===== src/rtl/ebld_pkg.sv =====
package ebld_pkg;
   typedef enum logic [1:0] {
      SLOT_FREE  = 2'd0,
      SLOT_FILL  = 2'd1,
      SLOT_READY = 2'd2
   } slot_state_e;
endpackage


===== src/rtl/ebld_counter_bank.sv =====
module ebld_counter_bank #(
   parameter int NCNT  = 17,
   parameter int CNT_W = 32
) (
   input  logic                       clk,
   input  logic                       rst_n,
   input  logic [NCNT-1:0]            inc,
   input  logic                       clr,
   output logic [NCNT-1:0][CNT_W-1:0] cnt_all
);
   localparam logic [CNT_W-1:0] CNT_MAX = '1;

   if (NCNT < 1) begin : g_bad_ncnt
      $error("ebld_counter_bank: NCNT must be at least 1");
   end

   for (genvar i = 0; i < NCNT; i++) begin : g_cnt
      always_ff @(posedge clk or negedge rst_n) begin
         if (!rst_n)                                cnt_all[i] <= '0;
         else if (clr)                              cnt_all[i] <= '0;
         else if (inc[i] && cnt_all[i] != CNT_MAX)  cnt_all[i] <= cnt_all[i] + 1'b1;
      end

      AST_SAT_HOLD: assert property (@(posedge clk) disable iff (!rst_n)
         (cnt_all[i] == CNT_MAX && !clr) |=> cnt_all[i] == CNT_MAX);
      AST_CLR_ZERO: assert property (@(posedge clk) disable iff (!rst_n)
         clr |=> cnt_all[i] == '0);
      AST_NO_SPURIOUS: assert property (@(posedge clk) disable iff (!rst_n)
         (!clr && !inc[i]) |=> cnt_all[i] == $past(cnt_all[i]));
   end
endmodule


===== src/rtl/ebld_slot.sv =====
module ebld_slot #(
   parameter int TS_W  = 24,
   parameter int AD_W  = 16,
   parameter int HIT_W = 64,
   parameter int DEPTH = 8,
   localparam int IW   = $clog2(DEPTH),
   localparam int CW   = $clog2(DEPTH + 1)
) (
   input  logic             clk,
   input  logic             rst_n,
   input  logic             start,
   input  logic             append,
   input  logic             clear,
   input  logic [TS_W-1:0]  in_ts,
   input  logic [AD_W-1:0]  in_addr,
   input  logic [HIT_W-1:0] in_hits,
   input  logic [IW-1:0]    rd_idx,
   output logic [CW-1:0]    cnt_o,
   output logic [TS_W-1:0]  ts_o,
   output logic [AD_W-1:0]  rd_addr,
   output logic [HIT_W-1:0] rd_hits
);
   logic [AD_W-1:0]  addr_mem [DEPTH];
   logic [HIT_W-1:0] hits_mem [DEPTH];
   logic [CW-1:0]    cnt_q;
   logic [TS_W-1:0]  ts_q;
   logic             wr_en;
   logic [IW-1:0]    wr_idx;

   assign wr_en  = start | append;
   assign wr_idx = start ? '0 : cnt_q[IW-1:0];

   always_ff @(posedge clk or negedge rst_n) begin
      if (!rst_n) begin
         cnt_q <= '0;
         ts_q  <= '0;
      end else if (clear) begin
         cnt_q <= '0;
      end else if (start) begin
         cnt_q <= CW'(1);
         ts_q  <= in_ts;
      end else if (append) begin
         cnt_q <= cnt_q + 1'b1;
      end
   end

   always_ff @(posedge clk) begin
      if (wr_en) begin
         addr_mem[wr_idx] <= in_addr;
         hits_mem[wr_idx] <= in_hits;
      end
   end

   assign cnt_o   = cnt_q;
   assign ts_o    = ts_q;
   assign rd_addr = addr_mem[rd_idx];
   assign rd_hits = hits_mem[rd_idx];

   AST_SLOT_BOUND: assert property (@(posedge clk) disable iff (!rst_n)
      cnt_q <= CW'(DEPTH));
   AST_APPEND_ROOM: assert property (@(posedge clk) disable iff (!rst_n)
      append |-> cnt_q < CW'(DEPTH));
   AST_APPEND_STEP: assert property (@(posedge clk) disable iff (!rst_n)
      (append && !clear && !start) |=> cnt_q == $past(cnt_q) + 1'b1);
endmodule


===== src/rtl/ebld_ctrl.sv =====
module ebld_ctrl
   import ebld_pkg::*;
#(
   parameter int TS_W   = 24,
   parameter int NBUF   = 2,
   parameter int DEPTH  = 8,
   parameter int IDLE_W = 16,
   localparam int BW    = $clog2(NBUF),
   localparam int CW    = $clog2(DEPTH + 1)
) (
   input  logic                    clk,
   input  logic                    rst_n,
   input  logic                    in_valid,
   input  logic [TS_W-1:0]         in_ts,
   input  logic [IDLE_W-1:0]       idle_limit,
   input  logic                    done_wr,
   input  logic [BW-1:0]           done_buf,
   input  logic [NBUF-1:0][CW-1:0] slot_cnt,
   output logic [NBUF-1:0]         slot_start,
   output logic [NBUF-1:0]         slot_append,
   output logic [NBUF-1:0]         slot_clear,
   output logic [NBUF-1:0]         ready_o,
   output logic                    drop_o
);
   slot_state_e       st [NBUF];
   logic [TS_W-1:0]   open_ts;
   logic [IDLE_W-1:0] idle_ctr;
   logic [NBUF-1:0]   fill_v;
   logic              fill_act;
   logic [BW-1:0]     cur;
   logic              free_any;
   logic [BW-1:0]     fidx;
   logic              same_ts;
   logic              close_cur;
   logic              idle_fire;
   logic              idle_on;

   always_comb begin
      fill_act = 1'b0;
      cur      = '0;
      free_any = 1'b0;
      fidx     = '0;
      for (int b = 0; b < NBUF; b++) begin
         fill_v[b]  = (st[b] == SLOT_FILL);
         ready_o[b] = (st[b] == SLOT_READY);
         if (st[b] == SLOT_FILL) begin
            fill_act = 1'b1;
            cur      = BW'(b);
         end
      end
      for (int b = NBUF - 1; b >= 0; b--) begin
         if (st[b] == SLOT_FREE) begin
            free_any = 1'b1;
            fidx     = BW'(b);
         end
      end
   end

   assign same_ts   = fill_act && (in_ts == open_ts);
   assign idle_on   = fill_act && (idle_limit != '0);
   assign idle_fire = !in_valid && idle_on && (idle_ctr == idle_limit - 1'b1);

   always_comb begin
      slot_start  = '0;
      slot_append = '0;
      slot_clear  = '0;
      close_cur   = 1'b0;
      drop_o      = 1'b0;
      if (in_valid) begin
         if (same_ts) begin
            slot_append[cur] = 1'b1;
            if (slot_cnt[cur] == CW'(DEPTH - 1)) close_cur = 1'b1;
         end else begin
            close_cur = fill_act;
            if (free_any) slot_start[fidx] = 1'b1;
            else          drop_o           = 1'b1;
         end
      end else if (idle_fire) begin
         close_cur = 1'b1;
      end
      if (done_wr && st[done_buf] == SLOT_READY) slot_clear[done_buf] = 1'b1;
   end

   always_ff @(posedge clk or negedge rst_n) begin
      if (!rst_n) begin
         for (int b = 0; b < NBUF; b++) st[b] <= SLOT_FREE;
         open_ts  <= '0;
         idle_ctr <= '0;
      end else begin
         for (int b = 0; b < NBUF; b++) begin
            if (slot_clear[b])                      st[b] <= SLOT_FREE;
            else if (slot_start[b])                 st[b] <= SLOT_FILL;
            else if (close_cur && cur == BW'(b))    st[b] <= SLOT_READY;
         end
         if (in_valid && !same_ts) open_ts <= in_ts;
         if (in_valid || close_cur)  idle_ctr <= '0;
         else if (idle_on)           idle_ctr <= idle_ctr + 1'b1;
      end
   end

   AST_ONE_OPEN: assert property (@(posedge clk) disable iff (!rst_n)
      $countones(fill_v) <= 1);
   AST_DROP_LEAVES_NONE_OPEN: assert property (@(posedge clk) disable iff (!rst_n)
      drop_o |=> fill_v == '0);
   AST_RELEASE: assert property (@(posedge clk) disable iff (!rst_n)
      (done_wr && ready_o[done_buf]) |=> !ready_o[$past(done_buf)]);
   AST_IDLE_BOUND: assert property (@(posedge clk) disable iff (!rst_n)
      (idle_on && $stable(idle_limit)) |-> idle_ctr < idle_limit);

   for (genvar g = 0; g < NBUF; g++) begin : g_hold
      AST_READY_HOLD: assert property (@(posedge clk) disable iff (!rst_n)
         (ready_o[g] && !(done_wr && done_buf == BW'(g))) |=> ready_o[g]);
   end
endmodule


===== src/rtl/ts_event_builder.sv =====
module ts_event_builder #(
   parameter int TS_W   = 24,
   parameter int AD_W   = 16,
   parameter int HIT_W  = 64,
   parameter int NBUF   = 2,
   parameter int DEPTH  = 8,
   parameter int NSRC   = 16,
   parameter int CNT_W  = 32,
   parameter int IDLE_W = 16,
   localparam int BW    = $clog2(NBUF),
   localparam int IW    = $clog2(DEPTH),
   localparam int CW    = $clog2(DEPTH + 1),
   localparam int SW    = $clog2(NSRC)
) (
   input  logic              clk,
   input  logic              rst_n,
   input  logic              in_valid,
   input  logic [TS_W-1:0]   in_ts,
   input  logic [AD_W-1:0]   in_addr,
   input  logic [HIT_W-1:0]  in_hits,
   input  logic [IDLE_W-1:0] idle_limit,
   output logic [NBUF-1:0]   ready,
   input  logic              done_wr,
   input  logic [BW-1:0]     done_buf,
   input  logic [BW-1:0]     rd_buf,
   input  logic [IW-1:0]     rd_idx,
   output logic [TS_W-1:0]   rd_ts,
   output logic [CW-1:0]     rd_count,
   output logic [AD_W-1:0]   rd_addr,
   output logic [HIT_W-1:0]  rd_hits,
   input  logic              cnt_clear,
   input  logic [SW-1:0]     cnt_sel,
   output logic [CNT_W-1:0]  cnt_val,
   output logic [CNT_W-1:0]  drop_count
);
   if (NBUF < 2 || (NBUF & (NBUF - 1)) != 0) begin : g_bad_nbuf
      $error("ts_event_builder: NBUF must be a power of two, at least 2");
   end
   if (DEPTH < 2 || (DEPTH & (DEPTH - 1)) != 0) begin : g_bad_depth
      $error("ts_event_builder: DEPTH must be a power of two, at least 2");
   end
   if (NSRC < 2 || (NSRC & (NSRC - 1)) != 0 || SW > AD_W) begin : g_bad_nsrc
      $error("ts_event_builder: NSRC must be a power of two within the address");
   end

   logic [NBUF-1:0][CW-1:0]    cnt_w;
   logic [NBUF-1:0][TS_W-1:0]  ts_w;
   logic [NBUF-1:0][AD_W-1:0]  addr_w;
   logic [NBUF-1:0][HIT_W-1:0] hits_w;
   logic [NBUF-1:0]            start_w, append_w, clear_w;
   logic                       drop_w;
   logic [NSRC:0]              inc_w;
   logic [NSRC:0][CNT_W-1:0]   cnt_all;

   ebld_ctrl #(
      .TS_W(TS_W), .NBUF(NBUF), .DEPTH(DEPTH), .IDLE_W(IDLE_W)
   ) u_ctrl (
      .clk(clk), .rst_n(rst_n), .in_valid(in_valid), .in_ts(in_ts),
      .idle_limit(idle_limit), .done_wr(done_wr), .done_buf(done_buf),
      .slot_cnt(cnt_w), .slot_start(start_w), .slot_append(append_w),
      .slot_clear(clear_w), .ready_o(ready), .drop_o(drop_w)
   );

   for (genvar g = 0; g < NBUF; g++) begin : g_slot
      ebld_slot #(
         .TS_W(TS_W), .AD_W(AD_W), .HIT_W(HIT_W), .DEPTH(DEPTH)
      ) u_slot (
         .clk(clk), .rst_n(rst_n), .start(start_w[g]), .append(append_w[g]),
         .clear(clear_w[g]), .in_ts(in_ts), .in_addr(in_addr), .in_hits(in_hits),
         .rd_idx(rd_idx), .cnt_o(cnt_w[g]), .ts_o(ts_w[g]),
         .rd_addr(addr_w[g]), .rd_hits(hits_w[g])
      );
   end

   for (genvar s = 0; s < NSRC; s++) begin : g_inc
      assign inc_w[s] = in_valid && (in_addr[SW-1:0] == SW'(s));
   end
   assign inc_w[NSRC] = drop_w;

   ebld_counter_bank #(
      .NCNT(NSRC + 1), .CNT_W(CNT_W)
   ) u_counters (
      .clk(clk), .rst_n(rst_n), .inc(inc_w), .clr(cnt_clear), .cnt_all(cnt_all)
   );

   assign rd_ts      = ts_w[rd_buf];
   assign rd_count   = cnt_w[rd_buf];
   assign rd_addr    = addr_w[rd_buf];
   assign rd_hits    = hits_w[rd_buf];
   assign cnt_val    = cnt_all[cnt_sel];
   assign drop_count = cnt_all[NSRC];

   AST_DROP_KEEPS_COUNTS: assert property (@(posedge clk) disable iff (!rst_n)
      (drop_w && !(|clear_w)) |=> cnt_w == $past(cnt_w));
endmodule


===== config.mk =====
export PLATFORM = sky130hd
export DESIGN_NAME = ts_event_builder
export DESIGN_NICKNAME = d
export VERILOG_FILES = /design/src/rtl/ebld_pkg.sv /design/src/rtl/ebld_counter_bank.sv /design/src/rtl/ebld_slot.sv /design/src/rtl/ebld_ctrl.sv /design/src/rtl/ts_event_builder.sv
export SDC_FILE = /design/constraint.sdc
export NUM_CORES = 2
export LEC_CHECK = 0
export ABC_CLOCK_PERIOD_IN_PS = 11270
export BUFFER_PORTS_ARGS = -buffer_cell sky130_fd_sc_hd__buf_2
export CORE_MARGIN = 8
export CORE_UTILIZATION = 55
export CTS_CLUSTER_SIZE = 40
export DETAILED_ROUTE_END_ITERATION = 8
export PLACE_DENSITY = 0.7
export SKIP_CTS_REPAIR_TIMING = 1
export SYNTH_ARGS = -nofsm -noshare
export SYNTH_HDL_FRONTEND = slang
export SYNTH_SLANG_ARGS = --single-unit

===== constraint.sdc =====
create_clock -name clk -period 11.27 [get_ports clk]
set_clock_uncertainty 0.2 [all_clocks]
set_input_delay 0.5635 -clock clk [delete_from_list [all_inputs] [get_ports clk]]
set_output_delay 0.5635 -clock clk [all_outputs]
set_load 0.01 [all_outputs]

==> Word-level counts from Yosys, hierarchy flattened <==
Memories as Yosys holds them, arrays and structs flattened.
Cells that the tools add are included.
{ "totals": {"elab_cells": 274, "mem_bits_rw": 1280, "memories": 4, "inputBits": 134, "ff_bits": 644, "out_inout_bits": 174} }
{ "memory_table": {"columns": ["memory", "words", "word_bits", "rd", "rd_ports_with_merged_regs", "wr", "line", "source"], "rows": [
  ["g_slot[0].u_slot.hits_mem", 8, 64, 1, 0, 1, "ebld_slot.sv:24", "logic [HIT_W-1:0] hits_mem [DEPTH];"],
  ["g_slot[1].u_slot.hits_mem", 8, 64, 1, 0, 1, "ebld_slot.sv:24", null],
  ["g_slot[0].u_slot.addr_mem", 8, 16, 1, 0, 1, "ebld_slot.sv:23", "logic [AD_W-1:0] addr_mem [DEPTH];"],
  ["g_slot[1].u_slot.addr_mem", 8, 16, 1, 0, 1, "ebld_slot.sv:23", null]
]} }
{ "classes": {"n_bitwise": 6, "order_cmp": 9, "addsub": 21, "n_reduce_logical": 75, "mux": 94, "n_eq_ne": 40} }
{ "ops": {"columns": ["operator", "count"], "rows": [
  ["32-bit two-way mux", 35],
  ["32-bit by 1-bit adder with 32-bit output, second input constant", 17],
  ["32-bit inequality test, second input constant", 17],
  ["32-bit binary-select mux with 4-bit select", 1],
  ["64-bit two-way mux", 2],
  ["16-bit two-way mux", 4],
  ["24-bit two-way mux", 2],
  ["1-bit logical AND", 44],
  ["4-bit two-way mux", 10],
  ["2-bit nonzero test", 18],
  ["4-bit equality test, second input constant", 8],
  ["2-bit two-way mux", 15],
  ["24-bit equality test", 1],
  ["4-bit by 3-bit equality test with 1-bit output, second input constant", 5],
  ["1-bit two-way mux", 20],
  ["16-bit by 1-bit adder with 16-bit output, second input constant", 1],
  ["16-bit equality test", 1],
  ["16-bit nonzero test", 1],
  ["16-bit by 1-bit subtractor with 16-bit output, second input constant", 1],
  ["3-bit nonzero test", 4],
  ["4-bit by 1-bit adder with 4-bit output, second input constant", 2],
  ["4-bit by 2-bit equality test with 1-bit output, second input constant", 2],
  ["1-bit by 2-bit < comparator with 1-bit output, second input constant", 4],
  ["2-bit equality test, second input constant", 3],
  ["other kinds (15)", 27]
]} }

==> Depth between registers and ports, before layout <==
{ "depth": {"depth_word": 13, "ltp_mapped": 10, "mapped_depth_nobuf": 9} }

==> By module <==
From an unflattened synthesis, not the netlist that was laid out.
{ "unflattened": {"hier_cells": 6067, "area_unflattened_um2": 88452.3} }
{ "by_module_without_submodules": {"columns": ["mod", "cells_each", "area_each_um2", "n_inst", "seq_area_each_um2"], "rows": [
  ["ebld_slot", 1011, 25171.6, 2, 19919.1],
  ["ebld_counter_bank", 3355, 30181.4, 1, 13613.1],
  ["ts_event_builder", 414, 5086.1, 1, 0.0],
  ["ebld_ctrl", 276, 2841.5, 1, 1101.1]
]} }

==> Worst setup path before layout <==
No wires, ideal clock.
{ "synth_path": {"kind": "input to register", "from": "input port in_ts[9]", "to": "memory g_slot[0].u_slot.addr_mem[0][0], enable pin", "setup_time_ns": 0.629, "t_arrival_ns": 7.533, "stages": 7, "setup_slack_ns": 2.909, "cell_sequence": "xor2_1 a2111oi_0 nand4_1 nor2_1 nand3_1 or2_2 o21ai_0"} }
{ "synth_via": {"elab_chain_cells": 7, "elab_cells_between_ends": 10, "cone_classes": "eq/ne (1); mux (7); bitwise (1); reduce/logical (1)"} }
{ "synth_rtl": {"columns": ["item", "line", "source"], "rows": [
  ["start: declaration", "ts_event_builder.sv:18", "input logic [TS_W-1:0] in_ts,"],
  ["24-bit equality test (*)", "ebld_ctrl.sv:59", "assign same_ts = fill_act && (in_ts == open_ts);"],
  ["1-bit logical AND (*)", "ebld_ctrl.sv:59", null],
  ["2-bit two-way mux", "ebld_ctrl.sv:70", "if (same_ts) begin"],
  ["2-bit two-way mux", "ebld_ctrl.sv:69", "if (in_valid) begin"],
  ["1-bit OR", "ebld_slot.sv:30", "assign wr_en = start | append;"],
  ["1-bit two-way mux", "ebld_slot.sv:48", "if (wr_en) begin"],
  ["1-bit two-way mux (not written as such)", "ebld_slot.sv:49", "addr_mem[wr_idx] <= in_addr;"],
  ["end: declaration", "ebld_slot.sv:23", null]
]} }
Mark *: on every way between the ends. The rest lies on a longest branch, timed or not.

==> Final worst setup path <==
{ "layout_path": {"from": "input port rd_idx[1]", "to": "output port rd_addr[9]"} }
{ "layout_via": {"elab_chain_cells": 3, "elab_cells_between_ends": 4, "cone_classes": "mux (2); memory (2)"} }
{ "layout_rtl": {"columns": ["item", "line", "source"], "rows": [
  ["start: declaration", "ts_event_builder.sv:26", "input logic [IW-1:0] rd_idx,"],
  ["memory read 8 x 16 bit", null, null],
  ["16-bit two-way mux (not written as such) (*) (2 in a row)", "ts_event_builder.sv:88", "assign rd_addr = addr_w[rd_buf];"],
  ["end: declaration", "ts_event_builder.sv:29", "output logic [AD_W-1:0] rd_addr,"]
]} }
Mark *: on every way between the ends. The rest lies on a longest branch, timed or not. The select of a mux whose other input is x is not followed.

==> impl_metrics.ini <==
[floorplanning]
std_cell_rows = 144
die_w_um = 409
die_h_um = 409
placeableCoreArea_um2 = 154000
die_area_um2 = 167000
initial_core_util = 0.552
pin_count = 308

[clock_tree]
cts_sinks = 1924
htreeDepth = 4
clk_pin_slew_worst_paths_ps = 60
clock_path_buffers = 3
clockRootBuffer = clkbuf_16
cts_tree = built
cts_made_buffers = 196
clk_latency_ps = 840

[route]
drt_iter0_drc = 5683
route.detailed.drc = 0
dr.pass1.iters = 5
dr_total_vias = 50300
drt.antenna.violating_nets = 0
avgRoutedWirePerCell_um = 26.5
viasPerCell = 6.24
routed_wirelength_mm = 214

[setup_path]
cp_cell_sequence = buf_8 > buf_4 > buf_4 > mux4_2 > mux4_2 > buf_2
cp_max_fo = 108
path_delay_family = buffers and inverters
r2r_slack_ps = 6700
arrival_ps = 4070
required_ps = 10510
end_kind = output port
cp_slowest_cell = buf_4
cp_num_buf_inv = 4
critical_path.max_stage_delay_ps = 750
crit_type = primary input to output port
crit_path_start_kind = primary input

[power_and_ir_drop]
p_leak_uw = 0.0345
power.total_uw = 15900
power_density_nw_per_um2 = 165
ir_drop_uv = 166

[layout]
drive_above_1_share = 0.229
utilization = 0.627
fillers = 11000
nets = 5994
syn_to_final_growth_pct = 13.6

[global_route]
grt_pass1_vias = 49900
grt_max_degree = 146
overflow = 0
grt_use_total = 0.252
grt_pass1_wl_mm = 323
antenna_found_initial = 21

[logic_synthesis]
yosysSeqAreaShare = 0.643
synth_top_cell_by_area = edfxtp_1
synth_edf_count = 1280
synth_area_per_cell_um2 = 15.6
ys.flop_type = edfxtp_1
yosys_warnings = 0
ys_seq_elements = 1924
synth_area_um2 = 84900
syn_inst = 5443
synth_nets = 5599
ys_top_cells_by_area = edfxtp_1, dfrtp_1, mux4_2
yosys.area.top_type_share = 0.453
synth_cell_types = 75
synthArstFlopShare = 0.335

[timing]
fmax_mhz = 207
post-route-period-util = 0.429
setup_tns_ps = 0
setup_viol = 0
finalHoldViolCount = 1
finalCriticalPeriod_ps = 4830
max_slew_margin = 0.152
hold-worst-slack_ps = -14.8
final-max-slew-violation-count = 0
rsz0062_at_grt = false
max_slew.worst_pin.slew_ps = 1270

[status]
violations = negative hold slack
outcome = finished, violations left

[job]
cap_violations = 0

[placement]
place_congestion = 0.926
dp_hpwl_mm = 131
numPortBuffers = 307

[worst_hold_path]
hold_path_class = primary input to register
[placed cells by master, fill, tap and decap left out, drive strengths merged, types with 105 or more instances in the layout]
cell type    Yosys  final
and3           115    115
buf             86    374
clkbuf         197    257
dfrtp          644    644
dlygate4sd3      0    105
edfxtp        1280   1280
mux4           560    560
nand2          227    227
nand3          227    227
nand4          179    179
nor2           606    606
xnor2          168    168
xor2           357    357
[per-stage QoR]
step | worst slack [ps] | cells | hold WS (ps) | area [um2]
after CTS | 6480 | 7945 | -446 | 95300
after global routing | 6340 | 8057 | 7.84 | 96400
final | 6440 | 8062 | -14.8 | 96400
after global placement | 6490 | 7578 | 284 | 88500
after floorplan | 2910 | 5443 | 67.9 | 84900
after detailed placement | 6500 | 7578 | 291 | 88500
[power by group]
group	switching (uW)	total (uW)	leakage (uW)	internal (uW)
Clock	2830	6750	0.00326	3920
Combinational	723	1250	0.0108	530
Sequential	101	7910	0.0204	7810
[area by class of cell]
cell class | count | area, um2 | area share
clock buffer | 256 | 5330 | 0.0553
inverter | 61 | 229 | 0.00237
timing repair buffer | 480 | 3210 | 0.0333
clock inverter | 111 | 1490 | 0.0154
tap | 2044 | 2560 | 0.0265
antenna | 11 | 27.5 | 0.000285
sequential | 1924 | 54600 | 0.566
multi-input combinational | 3175 | 29000 | 0.301
[synthesized netlist by cell type, drive strengths merged, types with 8 or more instances]
master,n
a21oi,65
and2,53
and3,115
and4,75
buf,86
clkbuf,197
dfrtp,644
edfxtp,1280
ha,22
inv,61
mux2,104
mux2i,19
mux4,560
nand2,227
nand2b,18
nand3,227
nand3b,8
nand4,179
nor2,606
nor2b,23
nor3,80
nor4,54
o21ai,58
or2,10
or3,51
or4,14
xnor2,168
xor2,357
[cell families (layout without fill, tap and decap cells)]
family / Yosys count / in the layout / synth area share
AO/OA/AOI/OAI: 183 / 183 / 0.0135
XOR/XNOR: 525 / 525 / 0.0542
adder cells (fa/ha/maj): 22 / 22 / 0.00324
buffers and inverters: 344 / 908 / 0.0169
flip-flops: 1924 / 1924 / 0.643
multiplexers: 683 / 683 / 0.165
other: 0 / 11 / 0
AND/OR/NAND/NOR: 1762 / 1762 / 0.105
[sequential cells by signal, indices dropped and copies added, names as in the netlist]
| name | flops |
|---|---|
| g_slot.u_slot.hits_mem | 1024 |
| g_slot.u_slot.cnt_o | 8 |
| g_slot.u_slot.addr_mem | 256 |
| g_slot.u_slot.ts_o | 48 |
| u_counters.cnt_all | 544 |
| u_ctrl.st | 4 |
| u_ctrl.open_ts | 24 |
| u_ctrl.idle_ctr | 16 |
[worst paths after layout]
| path | start | endpoint | cells after the start |
|---|---|---|---|
| max in group asynchronous | rst_n | u_ctrl.idle_ctr[9]$_DFFE_PN0P_ | 4 |
| min reg2reg | g_slot[0].u_slot.ts_o[18]$_DFFE_PN0P_ | g_slot[0].u_slot.ts_o[18]$_DFFE_PN0P_ | 1 |
| min in group asynchronous | rst_n | u_counters.cnt_all[222]$_DFFE_PN0P_ | 2 |
| min | done_buf | g_slot[1].u_slot.cnt_o[0]$_DFFE_PN0P_ | 4 |
| max reg2reg | u_ctrl.st[1]$_DFFE_PN0P_ | g_slot[1].u_slot.hits_mem[0][15]$_DFFE_PP_ | 8 |
| max | rd_idx[1] | rd_addr[9] | 6 |
[tightest hold or removal path, cell delays in order]
cell and delay [ps]:
buf_2 90, nand3_1 90, nand3_1 110, o211ai_1 90
[layer usage]
metal	part of all wire	GRT usage	vias to the layer above
met5	0.00036	0	-
met4	0.027	0.0705	12
met3	0.083	0.0566	331
met2	0.47	0.388	2049
met1	0.42	0.367	26200
li1	-	-	21700
No activity file was read; power rests on OpenSTA's default activity.
